<file path="src/rtl/quad_dds.sv">
module quad_dds #(
  parameter int PHASE_W = 16,
  parameter int ADDR_W  = 8,
  parameter int AMP_W   = 8
) (
  input  logic                    clk,
  input  logic                    rst,
  input  logic                    smp_en,
  input  logic [PHASE_W-1:0]      step_word,
  output logic signed [AMP_W-1:0] sin_out,
  output logic signed [AMP_W-1:0] cos_out,
  output logic                    cycle_wrap
);
  localparam int  DEPTH = 1 << ADDR_W;
  localparam int  QTR   = DEPTH / 4;
  localparam real PEAK  = real'((1 << (AMP_W - 1)) - 1);
  localparam real TWO_PI = 6.283185307179586;

  function automatic logic signed [AMP_W-1:0] sample_at(input int k);
    real v;
    v = PEAK * $sin(TWO_PI * real'(k) / real'(DEPTH));
    if (v >= 0.0) return AMP_W'($rtoi(v + 0.5));
    else          return AMP_W'(-$rtoi(0.5 - v));
  endfunction

  logic signed [AMP_W-1:0] wave [DEPTH];

  for (genvar k = 0; k < DEPTH; k++) begin : g_wave
    localparam logic signed [AMP_W-1:0] VAL = sample_at(k);
    assign wave[k] = VAL;
  end

  logic [PHASE_W-1:0] acc;
  logic [PHASE_W-1:0] nxt;
  logic               carry;
  logic [ADDR_W-1:0]  sin_a, cos_a;

  assign {carry, nxt} = {1'b0, acc} + {1'b0, step_word};
  assign sin_a = nxt[PHASE_W-1 -: ADDR_W];
  assign cos_a = sin_a + ADDR_W'(QTR);

  always_ff @(posedge clk) begin
    if (rst) begin
      acc        <= '0;
      sin_out    <= wave[0];
      cos_out    <= wave[QTR];
      cycle_wrap <= 1'b0;
    end else if (smp_en) begin
      acc        <= nxt;
      sin_out    <= wave[sin_a];
      cos_out    <= wave[cos_a];
      cycle_wrap <= carry;
    end else begin
      cycle_wrap <= 1'b0;
    end
  end
endmodule

</file>
<file path="config.mk">
export PLATFORM = sky130hd
export DESIGN_NAME = quad_dds
export DESIGN_NICKNAME = d
export VERILOG_FILES = /design/src/rtl/quad_dds.sv
export SDC_FILE = /design/constraint.sdc
export NUM_CORES = 1
export LEC_CHECK = 0
export BUFFER_PORTS_ARGS = -buffer_cell sky130_fd_sc_hd__buf_4
export CORE_MARGIN = 2
export CORE_UTILIZATION = 60
export DETAILED_ROUTE_END_ITERATION = 6
export GPL_TIMING_DRIVEN = 0
export PLACE_DENSITY_LB_ADDON = 0.08
export SLEW_MARGIN = 20
export SYNTH_ARGS = -nofsm -noshare
export SYNTH_HDL_FRONTEND = slang
export SYNTH_SLANG_ARGS = --single-unit
</file>
<file path="constraint.sdc">
create_clock -name clk -period 5.2 [get_ports clk]
set_input_delay 0.26 -clock clk [delete_from_list [all_inputs] [get_ports clk]]
set_output_delay 0.26 -clock clk [all_outputs]
set_load 0.02 [all_outputs]
</file>
==> impl_metrics.xml, run 1 <==
<?xml version="1.0" encoding="UTF-8"?>
<metrics>
  <group name="run_status">
    <metric name="status" unit="">finished, violations left</metric>
    <metric name="failing_checks" unit="">DRC</metric>
  </group>
  <group name="critical_path">
    <metric name="critical_path.n_buffers_inverters" unit="">3</metric>
    <metric name="crit-reg2reg-launch" unit="">acc[8]</metric>
    <metric name="critical_path_source_type" unit="">flip-flop</metric>
    <metric name="critical_path.cell_chain" unit="">ha_1, buf_2, nor2b_1, and2_0, a2111o_1, a211oi_4, inv_2, ha_1, inv_1, a21oi_1, nand2_1, a311oi_1, a311oi_1, a211oi_1, o21ai_0</metric>
    <metric name="crit_path_end_kind" unit="">flip-flop</metric>
    <metric name="timing.setup.critical_path_class" unit="">flip-flop to flip-flop</metric>
    <metric name="critical_path.max_stage_delay" unit="ns">0.65</metric>
    <metric name="worst-endpoint-required" unit="ns">5.36</metric>
    <metric name="critical_path_peak_fanout" unit="">14</metric>
    <metric name="critical_path_origin" unit="">acc[8]</metric>
    <metric name="worstPathArrival" unit="ns">4.99</metric>
    <metric name="timing.critical_path.max_delay_family" unit="">compound AO/OA/AOI/OAI gates</metric>
    <metric name="cell_with_the_largest_stage_delay_on_the_worst_path" unit="">ha_1</metric>
  </group>
  <group name="synth">
    <metric name="yosysMostFrequentCell" unit="">nor2_1</metric>
    <metric name="synth.cells.most_frequent" unit="">nor2_1, nand2_1, a21oi_1</metric>
    <metric name="yosys.area.top_type" unit="">dfxtp_1</metric>
    <metric name="yosys_warnings" unit="">0</metric>
    <metric name="synth_ff_type" unit="">dfxtp_1</metric>
    <metric name="ys_ff_latch" unit="">33</metric>
    <metric name="yosys-top-cells-area" unit="">dfxtp_1, ha_1, nor2_1, a21oi_1, mux2i_1</metric>
    <metric name="synth.lib_cells_used.distinct" unit="">80</metric>
    <metric name="synth-async-reset-ratio" unit="%">0</metric>
    <metric name="synth_sequential_area_ratio" unit="%">14.7</metric>
    <metric name="cell_area_after_synthesis" unit="µm²">4490</metric>
    <metric name="synth.net_count" unit="">670</metric>
    <metric name="syn-mean-instance-area" unit="µm²">7.26</metric>
    <metric name="post-synth-top-area-fraction" unit="%">14.7</metric>
    <metric name="netlist_instances" unit="">618</metric>
    <metric name="synth_enable_flop_cells" unit="">0</metric>
  </group>
  <group name="timing">
    <metric name="fmax" unit="MHz">207</metric>
    <metric name="final.period_utilization" unit="%">92.9</metric>
    <metric name="headroom_to_the_max_slew_limit" unit="%">38.4</metric>
    <metric name="final-max-slew-violation-count" unit="">0</metric>
    <metric name="final-hold-violation-count" unit="">0</metric>
    <metric name="fin_ws" unit="ns">0.371</metric>
    <metric name="fin_hold_ws" unit="ns">0.346</metric>
    <metric name="setup_repair_after_global_routing_missed_its_margin" unit="">no</metric>
    <metric name="clock_skew" unit="ns">0.0167</metric>
    <metric name="fin_tns_setup" unit="ns">0</metric>
    <metric name="tightest_slew" unit="ns">0.912</metric>
    <metric name="setup_failing_eps_final" unit="">0</metric>
    <metric name="layout_min_cycle_time" unit="ns">4.83</metric>
  </group>
  <group name="clocking">
    <metric name="clk_pin_slew" unit="ns">0.09</metric>
    <metric name="hold_buffers" unit="">0</metric>
    <metric name="cts_root_buf" unit="">clkbuf_8</metric>
    <metric name="tritoncts_num_sinks" unit="">33</metric>
    <metric name="clkLatencyLatePin" unit="ns">0.30</metric>
    <metric name="clock_tree.htree_level_count" unit="">2</metric>
    <metric name="clk_path_buf_depth" unit="">2</metric>
    <metric name="tritoncts_clock_tree" unit="">yes</metric>
    <metric name="total_clock_buffers_created_by_cts" unit="">5</metric>
  </group>
  <group name="floorplan">
    <metric name="die_span_in_x" unit="µm">90.5</metric>
    <metric name="die_height" unit="µm">90.5</metric>
    <metric name="initial_core_util" unit="%">61.8</metric>
    <metric name="rows" unit="">31</metric>
    <metric name="floorplan.core_area" unit="µm²">7250</metric>
    <metric name="design.die.area" unit="µm²">8180</metric>
    <metric name="pin_count" unit="">36</metric>
  </group>
  <group name="final_layout">
    <metric name="insertedDiodeCount" unit="">0</metric>
    <metric name="design_area" unit="µm²">4980</metric>
    <metric name="flow.area_growth_from_synthesis" unit="%">11.0</metric>
    <metric name="layout.core_utilization" unit="%">68.7</metric>
    <metric name="final_nets" unit="">710</metric>
    <metric name="layout.cells.non_filler" unit="">758</metric>
    <metric name="share_of_post_route_cells_with_drive_strength_above_1" unit="%">14.4</metric>
  </group>
  <group name="routing">
    <metric name="post-route-drc-count" unit="">19</metric>
    <metric name="route.detailed.wl_per_inst" unit="µm">22.8</metric>
    <metric name="detail_route.first_pass.iterations" unit="">7</metric>
    <metric name="detail_route.iter0.violations" unit="">983</metric>
    <metric name="antenna_left" unit="">0</metric>
    <metric name="vias_per_cell" unit="">7.36</metric>
    <metric name="vias" unit="">5582</metric>
    <metric name="wirelength" unit="µm">17300</metric>
  </group>
  <group name="grt">
    <metric name="largest_net_degree_at_the_start_of_global_routing" unit="">15</metric>
    <metric name="gr-usage-all-layers" unit="%">40.9</metric>
    <metric name="grt_pass1_vias" unit="">5256</metric>
    <metric name="grt_pass1_wl" unit="µm">27400</metric>
    <metric name="antenna_found_initial" unit="">0</metric>
    <metric name="overflow" unit="">0</metric>
  </group>
  <group name="placement">
    <metric name="placed_area" unit="µm²">4870</metric>
    <metric name="gp_routability_congestion" unit="">1.13</metric>
    <metric name="place.detailed.hpwl" unit="µm">12700</metric>
    <metric name="dp_worst_setup_slack" unit="ns">0.148</metric>
    <metric name="placed_cells" unit="">751</metric>
    <metric name="numPortBuffers" unit="">34</metric>
  </group>
  <group name="hold_path">
    <metric name="worst_hold_startpoint" unit="">step_word[0]</metric>
    <metric name="min-delay-path-class" unit="">primary input to flip-flop</metric>
  </group>
  <group name="power">
    <metric name="pwr_density_cell" unit="nW/µm²">563</metric>
    <metric name="design_power_total" unit="mW">2.81</metric>
    <metric name="worst_ir_drop_vdd" unit="µV">273</metric>
    <metric name="power_leakage" unit="nW">1.98</metric>
  </group>
  <group name="job">
    <metric name="drv.max_cap_violation_count" unit="">0</metric>
  </group>
</metrics>
[layout by cell type (no fill, tap or decap), types with 22 or more instances in the layout]
cell	netlist	routed
a21oi_1	40	40
ha_1	32	32
a211oi_1	22	22
buf_4	2	36
clkbuf_1	32	31
nand2_1	50	50
nor2_1	75	75
o21ai_0	34	34
dfxtp_1	33	33
nor3_1	27	27
[registers in the layout, indices dropped and copies added (netlist names)]
name and cells:
cos_out 8, acc 16, sin_out 8, cycle_wrap 1
[cell type report]
| cell class | instances | area [µm²] |
|---|---|---|
| plain buffers | 55 | 240 |
| clock buffers | 7 | 96.3 |
| clock inverters | 1 | 5.00 |
| fillers | 612 | 2270 |
| inverters | 17 | 63.8 |
| multi-input cells | 512 | 3540 |
| flip-flops and latches | 33 | 661 |
| well taps | 99 | 124 |
| repair buffers | 34 | 255 |
[repair_timing]
action                     in CTS  in global routing
setup buffers                   0                  0
setup endpoints to repair       0                  7
resized for setup               0                  1
[power by group]
part | leakage, nW | internal (mW) | total [mW] | switching [mW]
combinational | 1.65 | 0.749 | 2.24 | 1.50
sequential | 0.274 | 0.305 | 0.333 | 0.0287
clock | 0.0542 | 0.120 | 0.227 | 0.107
[kinds of logic (layout without fill, tap and decap cells)]
family	Yosys count	after routing	share of synthesized area (%)
compound gates	234	234	39.3
xor+xnor	16	16	3.46
fa+ha+maj	33	33	9.37
buf+inv	73	114	6.86
flops	33	33	14.7
mux	22	22	4.99
simple gates	207	207	21.3
[final timing paths]
path	depth (start not counted)	slack [ns]	endpoint
worst max register to register	15	0.37	cos_out[1]
worst min register to register	2	0.46	sin_out[1]
worst min-delay path	4	0.35	acc[0]
worst max-delay path	15	0.37	cos_out[1]
[worst min-delay path: stages]
cell	delay, ns
buf_4	0.08
ha_1	0.11
mux2i_1	0.06
nor2_1	0.09
[metal layers]
| metal | part of all wire, % | track usage (%) |
|---|---|---|
| met5 | 0 | 0 |
| met4 | 5.8 | 18.8 |
| met3 | 15 | 12.9 |
| met2 | 41 | 62.4 |
| met1 | 38 | 52.6 |
No activity file was read; power rests on OpenSTA's default activity.
==> inputs of run 2 (changes only) <==
--- a/config.mk
+++ b/config.mk
@@ -6,11 +6,14 @@
 export NUM_CORES = 1
 export LEC_CHECK = 0
 export BUFFER_PORTS_ARGS = -buffer_cell sky130_fd_sc_hd__buf_4
+export CELL_PAD_IN_SITES_DETAIL_PLACEMENT = 0
+export CELL_PAD_IN_SITES_GLOBAL_PLACEMENT = 2
 export CORE_MARGIN = 2
-export CORE_UTILIZATION = 60
+export CORE_UTILIZATION = 36
 export DETAILED_ROUTE_END_ITERATION = 6
 export GPL_TIMING_DRIVEN = 0
 export PLACE_DENSITY_LB_ADDON = 0.08
+export RECOVER_POWER = 50
 export SLEW_MARGIN = 20
 export SYNTH_ARGS = -nofsm -noshare
 export SYNTH_HDL_FRONTEND = slang
==> run 2 against run 1 <==
  * The flow now finishes without violations
  * Via count fell by 3.7%
  * Design area rose by 1.1%
  * Final cell count up 9.2%
  * Sequential share of layout area decreased by 0.14 points
  * Critical path type unchanged
==> impl_metrics.xml, run 2 (synthesized netlist as in run 1, its figures left out) <==
<?xml version="1.0" encoding="UTF-8"?>
<metrics>
  <group name="run_status">
    <metric name="status" unit="">finished clean</metric>
  </group>
  <group name="timing">
    <metric name="layout_min_cycle_time" unit="ns">4.98</metric>
    <metric name="fmax" unit="MHz">201</metric>
    <metric name="final-hold-violation-count" unit="">0</metric>
    <metric name="fin_tns_setup" unit="ns">0</metric>
    <metric name="setup_failing_eps_final" unit="">0</metric>
    <metric name="headroom_to_the_max_slew_limit" unit="%">36.3</metric>
    <metric name="clock_skew" unit="ns">0.00730</metric>
    <metric name="setup_repair_after_global_routing_missed_its_margin" unit="">no</metric>
    <metric name="final.period_utilization" unit="%">95.8</metric>
    <metric name="tightest_slew" unit="ns">0.955</metric>
    <metric name="final-max-slew-violation-count" unit="">0</metric>
  </group>
  <group name="grt">
    <metric name="grt_pass1_vias" unit="">5075</metric>
    <metric name="antenna_found_initial" unit="">0</metric>
    <metric name="overflow" unit="">0</metric>
    <metric name="largest_net_degree_at_the_start_of_global_routing" unit="">15</metric>
    <metric name="gr-usage-all-layers" unit="%">30.0</metric>
    <metric name="grt_pass1_wl" unit="µm">30500</metric>
  </group>
  <group name="placement">
    <metric name="placed_area" unit="µm²">4960</metric>
    <metric name="gp_routability_congestion" unit="">0.976</metric>
    <metric name="numPortBuffers" unit="">34</metric>
    <metric name="place.detailed.hpwl" unit="µm">14700</metric>
  </group>
  <group name="critical_path">
    <metric name="setup.worst_path.end" unit="">sin_out[3]</metric>
    <metric name="r2r-end" unit="">sin_out[3]</metric>
    <metric name="timing.critical_path.max_delay_family" unit="">compound AO/OA/AOI/OAI gates</metric>
    <metric name="cell_with_the_largest_stage_delay_on_the_worst_path" unit="">a221oi_1</metric>
    <metric name="timing.critical_path.depth" unit="">14</metric>
    <metric name="timing.setup.critical_path_class" unit="">flip-flop to flip-flop</metric>
    <metric name="worstPathArrival" unit="ns">5.12</metric>
    <metric name="critical_path.max_stage_delay" unit="ns">0.83</metric>
    <metric name="crit_path_end_kind" unit="">flip-flop</metric>
    <metric name="reg2regPathDepth" unit="">14</metric>
    <metric name="critical_path_peak_fanout" unit="">12</metric>
    <metric name="critical_path_origin" unit="">acc[3]</metric>
    <metric name="worst-r2r-setup-slack" unit="ns">0.22</metric>
    <metric name="critical_path_source_type" unit="">flip-flop</metric>
    <metric name="crit-reg2reg-launch" unit="">acc[3]</metric>
    <metric name="critical_path.n_buffers_inverters" unit="">3</metric>
    <metric name="critical_path.cell_chain" unit="">ha_1, and2_0, a221oi_1, a2111oi_2, a211oi_4, buf_4, ha_1, clkbuf_1, clkbuf_1, o21ai_0, o221ai_1, o311ai_0, a221oi_1, nor4_1</metric>
    <metric name="worst-endpoint-required" unit="ns">5.34</metric>
  </group>
  <group name="clocking">
    <metric name="clock_tree.htree_level_count" unit="">2</metric>
    <metric name="clkLatencyLatePin" unit="ns">0.28</metric>
    <metric name="tritoncts_clock_tree" unit="">yes</metric>
    <metric name="cts_root_buf" unit="">clkbuf_16</metric>
    <metric name="clk_path_buf_depth" unit="">2</metric>
    <metric name="total_clock_buffers_created_by_cts" unit="">5</metric>
    <metric name="tritoncts_num_sinks" unit="">33</metric>
    <metric name="clk_pin_slew" unit="ns">0.06</metric>
  </group>
  <group name="routing">
    <metric name="vias_per_cell" unit="">6.49</metric>
    <metric name="wirelength" unit="µm">19800</metric>
    <metric name="route.detailed.wl_per_inst" unit="µm">24.0</metric>
    <metric name="antenna_left" unit="">0</metric>
    <metric name="detail_route.first_pass.iterations" unit="">7</metric>
    <metric name="detail_route.iter0.violations" unit="">730</metric>
    <metric name="post-route-drc-count" unit="">0</metric>
    <metric name="vias" unit="">5374</metric>
  </group>
  <group name="final_layout">
    <metric name="most-common-layout-cells" unit="">nor2_1, clkbuf_1, nand2_1</metric>
    <metric name="final_nets" unit="">711</metric>
    <metric name="largest_register_ffs" unit="">16</metric>
    <metric name="insertedDiodeCount" unit="">0</metric>
    <metric name="share_of_post_route_cells_with_drive_strength_above_1" unit="%">11.7</metric>
    <metric name="most_common_cell_after_layout_fill_and_taps_aside" unit="">nor2_1</metric>
    <metric name="reg_top3" unit="">acc x16, cos_out x8, sin_out x8</metric>
    <metric name="flow.area_growth_from_synthesis" unit="%">12.2</metric>
    <metric name="num-fill-cells" unit="">1307</metric>
    <metric name="max_flop_register" unit="">acc</metric>
    <metric name="reg_area" unit="µm²">661</metric>
    <metric name="multi_input_logic_area" unit="µm²">3520</metric>
    <metric name="design_area" unit="µm²">5030</metric>
  </group>
  <group name="job">
    <metric name="drv.max_cap_violation_count" unit="">0</metric>
  </group>
  <group name="floorplan">
    <metric name="die_height" unit="µm">116</metric>
    <metric name="rows" unit="">40</metric>
    <metric name="design.die.area" unit="µm²">13400</metric>
    <metric name="initial_core_util" unit="%">37.0</metric>
    <metric name="die_span_in_x" unit="µm">116</metric>
    <metric name="floorplan.core_area" unit="µm²">12100</metric>
    <metric name="pin_count" unit="">36</metric>
  </group>
  <group name="power">
    <metric name="combPwrFrac" unit="%">78.8</metric>
    <metric name="power.share.switching" unit="%">58.5</metric>
    <metric name="design_power_total" unit="mW">2.91</metric>
    <metric name="worst_ir_drop_vdd" unit="µV">253</metric>
    <metric name="pwr-share-clk" unit="%">9.8</metric>
    <metric name="pwr_density_cell" unit="nW/µm²">579</metric>
    <metric name="p_seq_share" unit="%">11.5</metric>
    <metric name="power.net_switching" unit="mW">1.70</metric>
    <metric name="power_leakage" unit="nW">1.93</metric>
    <metric name="cell_internal_pwr" unit="mW">1.21</metric>
  </group>
  <group name="hold_path">
    <metric name="min-delay-path-class" unit="">primary input to flip-flop</metric>
  </group>
</metrics>
## run 2: cell types whose count changed in the layout (fill, tap and decap cells not counted), moves of 5 or more
cell | before | now
clkbuf_1 | 31 | 50
clkbuf_8 | 7 | 0
buf_4 | 36 | 19
clkbuf_16 | 0 | 5
## run 2: per-stage QoR
step                util (%)  hold slack (ns)  worst slack [ns]  cells
floorplan                  -            0.449             0.959    618
global placement        40.9            0.452            -0.990    820
detailed placement      40.9            0.461            -0.308    820
CTS                     42.3            0.352             0.204    828
global route            41.6            0.394            0.0106    828
finish                  41.6            0.345             0.221    828
## run 2: worst reg2reg max path, stage by stage, from the launching register on
cell and delay (ns):
dfxtp_1 0.31, ha_1 0.33, and2_0 0.23, a221oi_1 0.83, a2111oi_2 0.22, a211oi_4 0.31, buf_4 0.27, ha_1 0.19
clkbuf_1 0.41, clkbuf_1 0.49, o21ai_0 0.18, o221ai_1 0.19, o311ai_0 0.32, a221oi_1 0.47, nor4_1 0.08
## run 2: metal layers
| metal | GRT usage, % | part of all wire (%) | vias up |
|---|---|---|---|
| li1 | - | - | 2433 |
| met1 | 43.0 | 45 | 2543 |
| met2 | 44.5 | 42 | 329 |
| met3 | 4.86 | 9.0 | 69 |
| met4 | 12.9 | 3.6 | 0 |
| met5 | 0 | 0 | - |
## run 2: worst min-delay path by stage
stage / from / endpoint / cells after the start
final: step_word[0] / acc[0] / 4
after global routing: step_word[0] / acc[0] / 4
after detailed placement: sin_out[1] / sin_out[1] / 2
after floorplan: acc[14] / acc[14] / 2
after CTS: step_word[0] / acc[0] / 4
after global placement: sin_out[7] / sin_out[7] / 2
## run 2: timing repair
item | in CTS | in global routing
gates resized for setup | 2 | 1
hold buffers | 0 | 0
buffers inserted | 1 | 0
gates cloned | 0 | 0
endpoints found under the setup margin | 7 | 3
pin swaps | 1 | 0
## run 2: area by class of cell
type                            count  area share, %
Clock buffer                        6           2.56
Clock inverter                      2          0.199
Tap cell                          168           4.18
Timing Repair Buffer               35           3.88
Multi-Input combinational cell    512           70.0
Sequential cell                    33           13.1
Buffer                             55           4.77
Inverter                           17           1.27
## run 2: power by group through the flow
stage	clock network (mW)	registers (mW)	logic [mW]
finish	0.284	0.335	2.29
floorplan	0	0.374	1.46
global route	0.297	0.342	2.43
CTS	0.288	0.335	2.23
global placement	0	0.338	2.23
detailed placement	0	0.340	2.21
